===== config.mk =====
export PLATFORM = sky130hd
export DESIGN_NAME = exc_entry_seq
export DESIGN_NICKNAME = d
export VERILOG_FILES = /design/src/rtl/exc_entry_pkg.sv /design/src/rtl/exc_entry_prio.sv /design/src/rtl/exc_entry_vec.sv /design/src/rtl/exc_entry_seq.sv
export SDC_FILE = /design/constraint.sdc
export NUM_CORES = 1
export LEC_CHECK = 0
export CAP_MARGIN = 20
export CORE_ASPECT_RATIO = 1.2
export CORE_MARGIN = 8
export CORE_UTILIZATION = 44
export DETAILED_ROUTE_END_ITERATION = 10
export PLACE_DENSITY_LB_ADDON = 0.3
export SLEW_MARGIN = 20
export SYNTH_ARGS = -nofsm -noshare
export SYNTH_HDL_FRONTEND = slang
export SYNTH_HIERARCHICAL = 1
export SYNTH_SLANG_ARGS = --single-unit

===== constraint.sdc =====
create_clock -name clk -period 4.9 [get_ports clk]
set_input_delay 0.735 -clock clk [delete_from_list [all_inputs] [get_ports clk]]
set_output_delay 0.735 -clock clk [all_outputs]
set_load 0.03 [all_outputs]

===== src/rtl/exc_entry_pkg.sv =====
package exc_entry_pkg;

    localparam int NCAUSE = 16;
    localparam int CIDX_W = $clog2(NCAUSE);
    localparam int OFF_W  = 16;

    typedef enum logic [CIDX_W-1:0] {
        C_RESET   = 4'd0,
        C_MCHK    = 4'd1,
        C_ARITH   = 4'd2,
        C_IOVF    = 4'd3,
        C_INTR    = 4'd4,
        C_DMISS_N = 4'd5,
        C_DMISS_P = 4'd6,
        C_ALIGN   = 4'd7,
        C_DFAULT  = 4'd8,
        C_DACV    = 4'd9,
        C_IMISS   = 4'd10,
        C_IFAULT  = 4'd11,
        C_IACV    = 4'd12,
        C_UNIMP   = 4'd13,
        C_FPDIS   = 4'd14,
        C_PCALL   = 4'd15
    } cause_e;

    typedef enum logic {
        ST_BOOT = 1'b0,
        ST_RUN  = 1'b1
    } seq_state_e;

    // Entry offset per cause; bit 0 always set to mark privileged mode.
    function automatic logic [OFF_W-1:0] cause_offset(cause_e c);
        logic [OFF_W-1:0] o;
        unique case (c)
            C_RESET:             o = 16'h0001;
            C_MCHK:              o = 16'h0401;
            C_ARITH, C_IOVF:     o = 16'h0501;
            C_INTR:              o = 16'h0101;
            C_DMISS_N:           o = 16'h0201;
            C_DMISS_P:           o = 16'h0281;
            C_ALIGN:             o = 16'h0301;
            C_DFAULT, C_DACV:    o = 16'h0381;
            C_IMISS, C_IFAULT:   o = 16'h0181;
            C_IACV:              o = 16'h0081;
            C_UNIMP:             o = 16'h0481;
            C_FPDIS:             o = 16'h0581;
            C_PCALL:             o = 16'h2001;
            default:             o = 16'h0001;
        endcase
        return o;
    endfunction

    // Traps resume after the offending instruction.
    function automatic logic is_trap(cause_e c);
        return (c == C_ARITH) || (c == C_IOVF) || (c == C_PCALL);
    endfunction

endpackage


===== src/rtl/exc_entry_prio.sv =====
module exc_entry_prio #(
    parameter  int N  = 16,
    localparam int IW = $clog2(N)
) (
    input  logic [N-1:0]  req,
    output logic          any,
    output logic [IW-1:0] idx
);

    always_comb begin
        any = |req;
        idx = '0;
        for (int i = N - 1; i >= 0; i--) begin
            if (req[i]) idx = IW'(i);
        end
    end

    always_comb begin
        if (any) begin

            win_is_set_chk: assert (req[idx]);

            no_lower_win_chk: assert ((req & ((N'(1) << idx) - N'(1))) == '0);
        end
    end

endmodule


===== src/rtl/exc_entry_vec.sv =====
module exc_entry_vec
    import exc_entry_pkg::*;
#(
    parameter int PC_W = 64
) (
    input  cause_e          cause,
    input  logic [PC_W-1:0] base,
    input  logic [PC_W-1:0] pc,
    output logic [PC_W-1:0] target,
    output logic [PC_W-1:0] target_next,
    output logic [PC_W-1:0] restart,
    output logic            save
);

    localparam logic [PC_W-1:0] INSN_BYTES = PC_W'(4);

    always_comb begin
        target      = base + PC_W'(cause_offset(cause));
        target_next = target + INSN_BYTES;
        restart     = is_trap(cause) ? (pc + INSN_BYTES) : pc;
        // an interrupt inside privileged code keeps the older restart address
        save        = !((cause == C_INTR) && pc[0]);
    end

endmodule


===== src/rtl/exc_entry_seq.sv =====
module exc_entry_seq
    import exc_entry_pkg::*;
#(
    parameter int PC_W = 64
) (
    input  logic              clk,
    input  logic              rst_n,
    input  logic [PC_W-1:0]   cur_pc,
    input  logic [PC_W-1:0]   pal_base,
    input  logic [NCAUSE-1:0] exc_req,
    input  logic              ret_req,
    input  logic [PC_W-1:0]   saved_addr,
    output logic              redir_valid,
    output logic [PC_W-1:0]   redir_pc,
    output logic [PC_W-1:0]   redir_npc,
    output logic              exc_addr_we,
    output logic [PC_W-1:0]   exc_addr_wdata,
    output logic              shadow_enter,
    output logic              shadow_leave
);

    localparam logic [PC_W-1:0] INSN_BYTES = PC_W'(4);
    localparam logic [NCAUSE-1:0] INTR_ONLY = NCAUSE'(1) << C_INTR;
    localparam logic [NCAUSE-1:0] PCALL_ONLY = NCAUSE'(1) << C_PCALL;

    seq_state_e state_q, state_d;

    logic              req_any;
    logic [CIDX_W-1:0] req_idx;
    logic              bad_ret;
    logic              good_ret;
    logic              take_exc;
    cause_e            cause_sel;
    logic [PC_W-1:0]   vec_pc, vec_npc, vec_restart;
    logic              vec_save;

    logic              valid_d, we_d, enter_d, leave_d;
    logic [PC_W-1:0]   pc_d, npc_d, wdata_d;

    exc_entry_prio #(.N(NCAUSE)) u_prio (
        .req (exc_req),
        .any (req_any),
        .idx (req_idx)
    );

    always_comb begin
        bad_ret  = ret_req && !cur_pc[0];
        good_ret = ret_req && cur_pc[0] && !req_any;
        take_exc = req_any || bad_ret;
        if (state_q == ST_BOOT) cause_sel = C_RESET;
        else if (req_any)       cause_sel = cause_e'(req_idx);
        else                    cause_sel = C_UNIMP;
    end

    exc_entry_vec #(.PC_W(PC_W)) u_vec (
        .cause       (cause_sel),
        .base        (pal_base),
        .pc          (cur_pc),
        .target      (vec_pc),
        .target_next (vec_npc),
        .restart     (vec_restart),
        .save        (vec_save)
    );

    // next state
    always_comb begin
        state_d = state_q;
        unique case (state_q)
            ST_BOOT: state_d = ST_RUN;
            ST_RUN:  state_d = ST_RUN;
            default: state_d = ST_BOOT;
        endcase
    end

    // outputs
    always_comb begin
        valid_d = 1'b0;
        pc_d    = '0;
        npc_d   = '0;
        we_d    = 1'b0;
        wdata_d = '0;
        enter_d = 1'b0;
        leave_d = 1'b0;
        unique case (state_q)
            ST_BOOT: begin
                valid_d = 1'b1;
                pc_d    = vec_pc;
                npc_d   = vec_npc;
                enter_d = 1'b1;
            end
            ST_RUN: begin
                if (take_exc) begin
                    valid_d = 1'b1;
                    pc_d    = vec_pc;
                    npc_d   = vec_npc;
                    we_d    = vec_save;
                    wdata_d = vec_restart;
                    enter_d = !cur_pc[0];
                end else if (good_ret) begin
                    valid_d = 1'b1;
                    pc_d    = saved_addr;
                    npc_d   = saved_addr + INSN_BYTES;
                    leave_d = !saved_addr[0];
                end
            end
            default: ;
        endcase
    end

    always_ff @(posedge clk or negedge rst_n) begin
        if (!rst_n) state_q <= ST_BOOT;
        else        state_q <= state_d;
    end

    always_ff @(posedge clk or negedge rst_n) begin
        if (!rst_n) begin
            redir_valid    <= 1'b0;
            redir_pc       <= '0;
            redir_npc      <= '0;
            exc_addr_we    <= 1'b0;
            exc_addr_wdata <= '0;
            shadow_enter   <= 1'b0;
            shadow_leave   <= 1'b0;
        end else begin
            redir_valid    <= valid_d;
            redir_pc       <= pc_d;
            redir_npc      <= npc_d;
            exc_addr_we    <= we_d;
            exc_addr_wdata <= wdata_d;
            shadow_enter   <= enter_d;
            shadow_leave   <= leave_d;
        end
    end


    boot_vector_chk: assert property (@(posedge clk) disable iff (!rst_n)
        (state_q == ST_BOOT) |=> (redir_valid && shadow_enter && !exc_addr_we));


    enter_leave_excl_chk: assert property (@(posedge clk) disable iff (!rst_n)
        !(shadow_enter && shadow_leave));


    leave_needs_redir_chk: assert property (@(posedge clk) disable iff (!rst_n)
        shadow_leave |-> (redir_valid && !exc_addr_we));


    intr_priv_nowrite_chk: assert property (@(posedge clk) disable iff (!rst_n)
        (state_q == ST_RUN && exc_req == INTR_ONLY && cur_pc[0]) |=> !exc_addr_we);


    pcall_skip_chk: assert property (@(posedge clk) disable iff (!rst_n)
        (state_q == ST_RUN && exc_req == PCALL_ONLY)
            |=> (exc_addr_we && exc_addr_wdata == $past(cur_pc) + INSN_BYTES));


    exc_over_ret_chk: assert property (@(posedge clk) disable iff (!rst_n)
        (state_q == ST_RUN && (|exc_req) && ret_req) |=> (redir_valid && !shadow_leave));


    idle_quiet_chk: assert property (@(posedge clk) disable iff (!rst_n)
        (state_q == ST_RUN && exc_req == '0 && !ret_req)
            |=> !(redir_valid || exc_addr_we || shadow_enter || shadow_leave));

endmodule


==> flow_summary.json, run 1 <==
{
  "io_buffer_count": 406,
  "crit_path_end_kind": "register",
  "io_pins": 407,
  "area_growth_syn_to_layout_pct": 61.2,
  "worst-endpoint-arrival_ps": 5870,
  "synthCells": 1520,
  "die_w_um": 175,
  "antenna_found_initial": 7,
  "rsz0062_at_grt": "true",
  "grt_pass1_vias": 14800,
  "layout-drive-gt1-share": 0.230,
  "cts_sinks": 197,
  "final_nets": 2374,
  "totalPowerFinal_mw": 4.42,
  "grt_overflow": 0,
  "required_ps": 5240,
  "peakVddDrop_mv": 0.190,
  "numCtsBuffers": 17,
  "async_flop_share": 1.00,
  "clkPwrFrac": 0.329,
  "violations": "negative setup slack",
  "htree_levels": 4,
  "hp-class": "input pin to asynchronous set/reset pin",
  "p_per_area_nw_per_um2": 205,
  "p_leak_nw": 9.22,
  "grt_max_degree": 118,
  "grt_use_total": 0.298,
  "ant_nets": 0,
  "synth_nets": 1744,
  "insertion_delay_ps": 450,
  "skew_ps": 7.89,
  "grt_pass1_wl_um": 84100,
  "synth_flop_cell": "dfrtp_1",
  "p_comb_frac": 0.275,
  "drt_iter0_drc": 1234,
  "ys_seq_elements": 197,
  "dp_hpwl_um": 43300,
  "synth_top_area_share": 0.369,
  "rows": 70,
  "slew_viol_final": 0,
  "cts_tree": "yes",
  "ys_seq_area_frac": 0.369,
  "clock.fmax_ghz": 0.181,
  "period_needed_ps": 5530,
  "seq_power_share": 0.396,
  "drtPass1Iterations": 6,
  "routedWlPerCell_um": 22.2,
  "yosysTopAreaCell": "dfrtp_1",
  "max-slew-margin-rel": 0.332,
  "finalSetupViolations": 39,
  "syn_area_sq_um": 13400,
  "core_sq_um": 30200,
  "avgViaCountPerCell": 5.84,
  "design_area_sq_um": 21500,
  "critPathLaunchType": "input pin",
  "cts_root_buf": "clkbuf_16",
  "vias": 15000,
  "power_switching_mw": 1.40,
  "path_class": "input pin to register",
  "setup_ws_ps": -634,
  "cts_buffer_depth": 2,
  "status": "finished with violations",
  "synth_warnings": 6,
  "hold_viol_final": 0,
  "clk_pin_slew_worst_paths_ps": 90,
  "synth.avg_cell_area_sq_um": 8.79,
  "routed_wl_um": 57000,
  "worst_pin_slew_ps": 1000,
  "post-route-drc-count": 0,
  "die_h_um": 207,
  "cap_violations": 0,
  "synth_most_common_cell": "dfrtp_1",
  "synth_edf_count": 0,
  "synth.area.top_cells": "dfrtp_1 37%, xnor2_1 7.9%, xor2_1 4.9%, nand2_1 4.8%, and2_1 4.3%",
  "yosysUniqueCellTypes": 84,
  "holdWs_ps": 405,
  "gp_congestion": 0.983,
  "place_area_sq_um": 19500,
  "start_util": 0.442,
  "synth_common_cells": "197 x dfrtp_1, 171 x nand2_1, 121 x xnor2_1",
  "critPathMaxFanout": 5,
  "die_area_sq_um": 36200,
  "p_int_mw": 3.02,
  "fin_crit_sh": 1.13,
  "sw_frac_of_total": 0.317
}
==> cell type report <==
class	count	area [sq um]
Antenna cell	7	17.5
Clock buffer	19	443
Clock inverter	13	161
Fill cell	2281	8690
Inverter	58	218
Multi-Input combinational cell	1183	8770
Sequential cell	197	4930
Tap cell	396	495
Timing Repair Buffer	693	6500
==> worst max-delay path: stages <==
cell,delay (ps)
dlygate4sd2_1,270
nor2_2,150
nand2_1,90
or3_4,410
a21boi_4,160
inv_2,80
ha_4,270
inv_2,30
mux2i_1,120
a21oi_1,80
ha_1,290
nand4_1,120
or4_4,570
a21o_4,260
buf_6,120
a2111oi_4,290
xor2_1,250
and4_4,270
nand4_4,150
buf_4,190
or4_1,490
and3_1,160
a221o_1,310
==> routing by layer <==
layer	track usage	share of wire	up-vias	wire, um
met5	0	0.00016	-	9
met4	0.156	0.052	2	2970
met3	0.0573	0.073	186	4170
met2	0.526	0.50	798	28600
met1	0.340	0.37	7279	21300
li1	-	-	6724	-
==> through the flow <==
stage	cells	util	TNS (ps)	setup WS, ps
2_1_floorplan	1520	-	-14780	-702
3_3_place_gp	2463	0.644	-68900	-1380
3_5_place_dp	2463	0.644	-77520	-1520
4_1_cts	2536	0.696	-15250	-590
5_1_grt	2565	0.712	-23180	-737
6_report	2566	0.713	-18640	-634
==> power by group through the flow <==
stage	clock, mW	sequential (mW)	combinational, mW
floorplan	0	1.97	0.291
global placement	0	1.78	1.14
detailed placement	0	1.78	1.15
CTS	1.49	1.75	1.19
global route	1.55	1.76	1.28
finish	1.46	1.75	1.22
==> registers in the layout, indices dropped and copies added, names as in the netlist <==
register / count
state_q: 1
redir_npc: 64
shadow_enter: 1
redir_valid: 1
redir_pc: 64
shadow_leave: 1
exc_addr_we: 1
exc_addr_wdata: 64
==> cells in the final DEF, fill, tap and decap left out, types with 7 or more instances in the layout <==
master           instances
a21oi_1                  8
nor4_4                  22
nor3_1                  21
o211ai_1                 7
buf_12                   9
o21ai_1                 13
xnor2_1                113
o21ai_2                  7
ha_1                     9
buf_6                   34
nor2_2                   7
or2_2                    7
clkdlybuf4s50_1        389
o21ai_0                 42
and4_1                  14
nand3_1                 87
or4_1                   15
nor2_1                  70
nor4_2                  12
nand2_1                169
dfrtp_1                197
a22o_1                  55
nor4_1                  22
clkbuf_16               17
and3_1                  30
nand4_1                 73
dlygate4sd2_1            7
and2_1                  89
a21o_1                  10
buf_4                  239
diode_2                  7
xnor2_2                  8
or3_1                   14
inv_1                   53
o31ai_1                  7
xor2_1                  71
nor3_4                  12
==> kinds of logic after synthesis <==
| group | share of synthesized area |
|---|---|
| and+or+nand+nor | 0.312 |
| AOI/OAI and AO/OA | 0.129 |
| DFF | 0.369 |
| xor gates and xnor gates | 0.128 |
| buffers and inverters | 0.0449 |
| adders and majority gates | 0.0122 |
| muxes | 0.00394 |
| other | 0.000281 |
==> worst paths after layout <==
check | startpoint | to | slack, ps | cells after the start
worst max-delay path | exc_req[8] | redir_npc[52]$_DFF_PN0_ | -630 | 23
worst min-delay path | rst_n | redir_npc[20]$_DFF_PN0_ | 400 | 1
worst max register to register | state_q$_DFF_PN0_ | redir_npc[52]$_DFF_PN0_ | 110 | 19
worst min register to register | state_q$_DFF_PN0_ | shadow_enter$_DFF_PN0_ | 700 | 2
max in group asynchronous | rst_n | redir_pc[59]$_DFF_PN0_ | 3460 | 2
min in group clk | state_q$_DFF_PN0_ | shadow_enter$_DFF_PN0_ | 700 | 2
==> what timing repair did <==
item	4_1_cts	5_1_grt
hold buffers	0	0
gates resized for setup	172	69
hold endpoints to repair	0	0
gates cloned	1	1
pin swaps	86	70
setup endpoints to repair	59	52
buffers inserted	40	26
Power figures use the tool's default switching activity.
==> run 2: changes to the inputs <==
CAP_MARGIN = unset   (was 20)
RECOVER_POWER = 50   (was unset)
==> run 2 against run 1 <==
  * The flow finishes with violations (max-capacitance violations, max-slew violations, negative setup slack)
  * Critical path depth did not move
  * Worst hold slack gained 290 ps
  * First-iteration DRC count fell by 6.3%
  * Design area is essentially flat
  * Via count barely moved
  * Non-clock buffer count did not move
  * Sequential power about the same
  * Sequential share of layout area hardly changed
  * Combinational power about the same
  * Largest power group unchanged
==> flow_summary.json, run 2 (synthesis results as in run 1) <==
{
  "grt_pass1_vias": 14800,
  "start_util": 0.442,
  "worst_r2r_path_depth": 19,
  "dp_hpwl_um": 43300,
  "core_sq_um": 30200,
  "rows": 70,
  "final_common_cell": "clkdlybuf4s50_1",
  "peakVddDrop_mv": 0.190,
  "vias": 15000,
  "finalSetupViolations": 39,
  "cts_sinks": 197,
  "insertion_delay_ps": 440,
  "worst_pin_slew_ps": 2880,
  "cts_buffer_depth": 2,
  "io_pins": 407,
  "p_leak_nw": 9.21,
  "avgViaCountPerCell": 5.84,
  "final_cell_mix": "389 x clkdlybuf4s50_1, 239 x buf_4, 197 x dfrtp_1",
  "post-route-util": 0.712,
  "path_class": "input pin to register",
  "final_nets": 2374,
  "design_area_sq_um": 21500,
  "place_area_sq_um": 19500,
  "reg2reg_from": "state_q$_DFF_PN0_",
  "critPathMaxFanout": 5,
  "grt_pass1_wl_um": 84100,
  "io_buffer_count": 406,
  "grt_max_degree": 118,
  "top_regs": "exc_addr_wdata: 64 flops, redir_npc: 64 flops, redir_pc: 64 flops",
  "r2r_setup_slack_ps": 90,
  "clock.fmax_ghz": 0.180,
  "setup_ws_ps": -661,
  "die_area_sq_um": 36200,
  "ant_nets": 0,
  "hp-class": "register to register",
  "post-route-drc-count": 0,
  "drt_iter0_drc": 1156,
  "totalPowerFinal_mw": 4.42,
  "numCtsBuffers": 17,
  "area_growth_syn_to_layout_pct": 61.1,
  "die_w_um": 175,
  "nFillCells": 2283,
  "critPathLaunchType": "input pin",
  "layout-drive-gt1-share": 0.230,
  "p_per_area_nw_per_um2": 206,
  "rsz0062_at_grt": "true",
  "grt_use_total": 0.298,
  "hp-start": "state_q$_DFF_PN0_",
  "skew_ps": 9.13,
  "cts_root_buf": "clkbuf_16",
  "worst-endpoint-arrival_ps": 5900,
  "routedWlPerCell_um": 22.2,
  "gp_congestion": 0.983,
  "cap_violations": 1,
  "slew_viol_final": 118,
  "htree_levels": 4,
  "whs_path_depth": 2,
  "fin_crit_sh": 1.13,
  "clk_pin_slew_worst_paths_ps": 80,
  "hold_path_end": "shadow_enter$_DFF_PN0_",
  "antenna_found_initial": 7,
  "drtPass1Iterations": 6,
  "crit_path_end_kind": "register",
  "required_ps": 5240,
  "die_h_um": 207,
  "r2r-end": "redir_npc[52]$_DFF_PN0_",
  "hold_viol_final": 0,
  "violations": "max-capacitance violations, max-slew violations, negative setup slack",
  "grt_overflow": 0,
  "period_needed_ps": 5560,
  "cts_tree": "yes",
  "status": "finished with violations",
  "max-slew-margin-rel": -0.919,
  "routed_wl_um": 57000
}
==> run 2: worst max-delay path by stage <==
| stage | start | endpoint | cells after the start |
|---|---|---|---|
| floorplan | exc_req[4] | redir_npc[59]$_DFF_PN0_ | 24 |
| global placement | exc_req[4] | redir_npc[63]$_DFF_PN0_ | 26 |
| detailed placement | exc_req[4] | redir_npc[58]$_DFF_PN0_ | 24 |
| CTS | exc_req[5] | redir_npc[63]$_DFF_PN0_ | 27 |
| global route | exc_req[8] | redir_npc[57]$_DFF_PN0_ | 27 |
| finish | exc_req[8] | redir_npc[52]$_DFF_PN0_ | 23 |
==> run 2: timing repair <==
item	in CTS	in global routing
pin swaps	86	70
endpoints found under the setup margin	59	52
buffers inserted	40	26
cloned	1	1
endpoints found under the hold margin	0	0
gates resized for setup	172	69
hold buffers	0	0
==> run 2: through the flow <==
stage               TNS (ps)  hold WS (ps)  setup slack (ps)  instances
finish                -19220           695              -661       2566
global route          -23180           737              -736       2565
CTS                   -15250           443              -590       2536
detailed placement    -77520           659             -1520       2463
global placement      -68900           653             -1380       2463
floorplan             -14780           439              -702       1520
==> run 2: area by class of cell <==
type	instances	area, sq um	area share
Tap cell	396	495	0.0230
Timing Repair Buffer	693	6470	0.301
Sequential cell	197	4930	0.229
Clock inverter	13	161	0.00750
Inverter	58	218	0.0101
Antenna cell	7	17.5	0.000814
Multi-Input combinational cell	1183	8770	0.408
Clock buffer	19	443	0.0206
==> run 2: where the power goes <==
group / total, mW / leakage, nW / switching (mW) / internal, mW
sequential: 1.75 / 2.36 / 0.0328 / 1.72
clock: 1.46 / 0.297 / 0.711 / 0.745
combinational: 1.21 / 6.55 / 0.657 / 0.558
total: 4.42 / 9.21 / 1.40 / 3.02
==> run 2: per-layer routing <==
layer | GRT usage | routed length, um | up-vias
met1 | 0.340 | 21200 | 7233
met5 | 0 | 9 | -
met3 | 0.0573 | 4330 | 191
met2 | 0.526 | 28500 | 825
li1 | - | - | 6724
met4 | 0.156 | 3010 | 2
==> run 2: critical path, cell delays in order <==
cell           delay [ps]
dlygate4sd2_1         270
nor2_2                160
nand2_1                90
or3_4                 410
a21boi_4              160
inv_2                  80
ha_4                  270
inv_2                  30
mux2i_1               120
a21oi_1                80
ha_1                  290
nand4_1               120
or4_4                 570
a21o_4                260
buf_6                 120
a2111oi_4             290
xor2_1                260
and4_4                270
nand4_4               150
buf_4                 190
or4_1                 490
and3_1                160
a221o_1               310
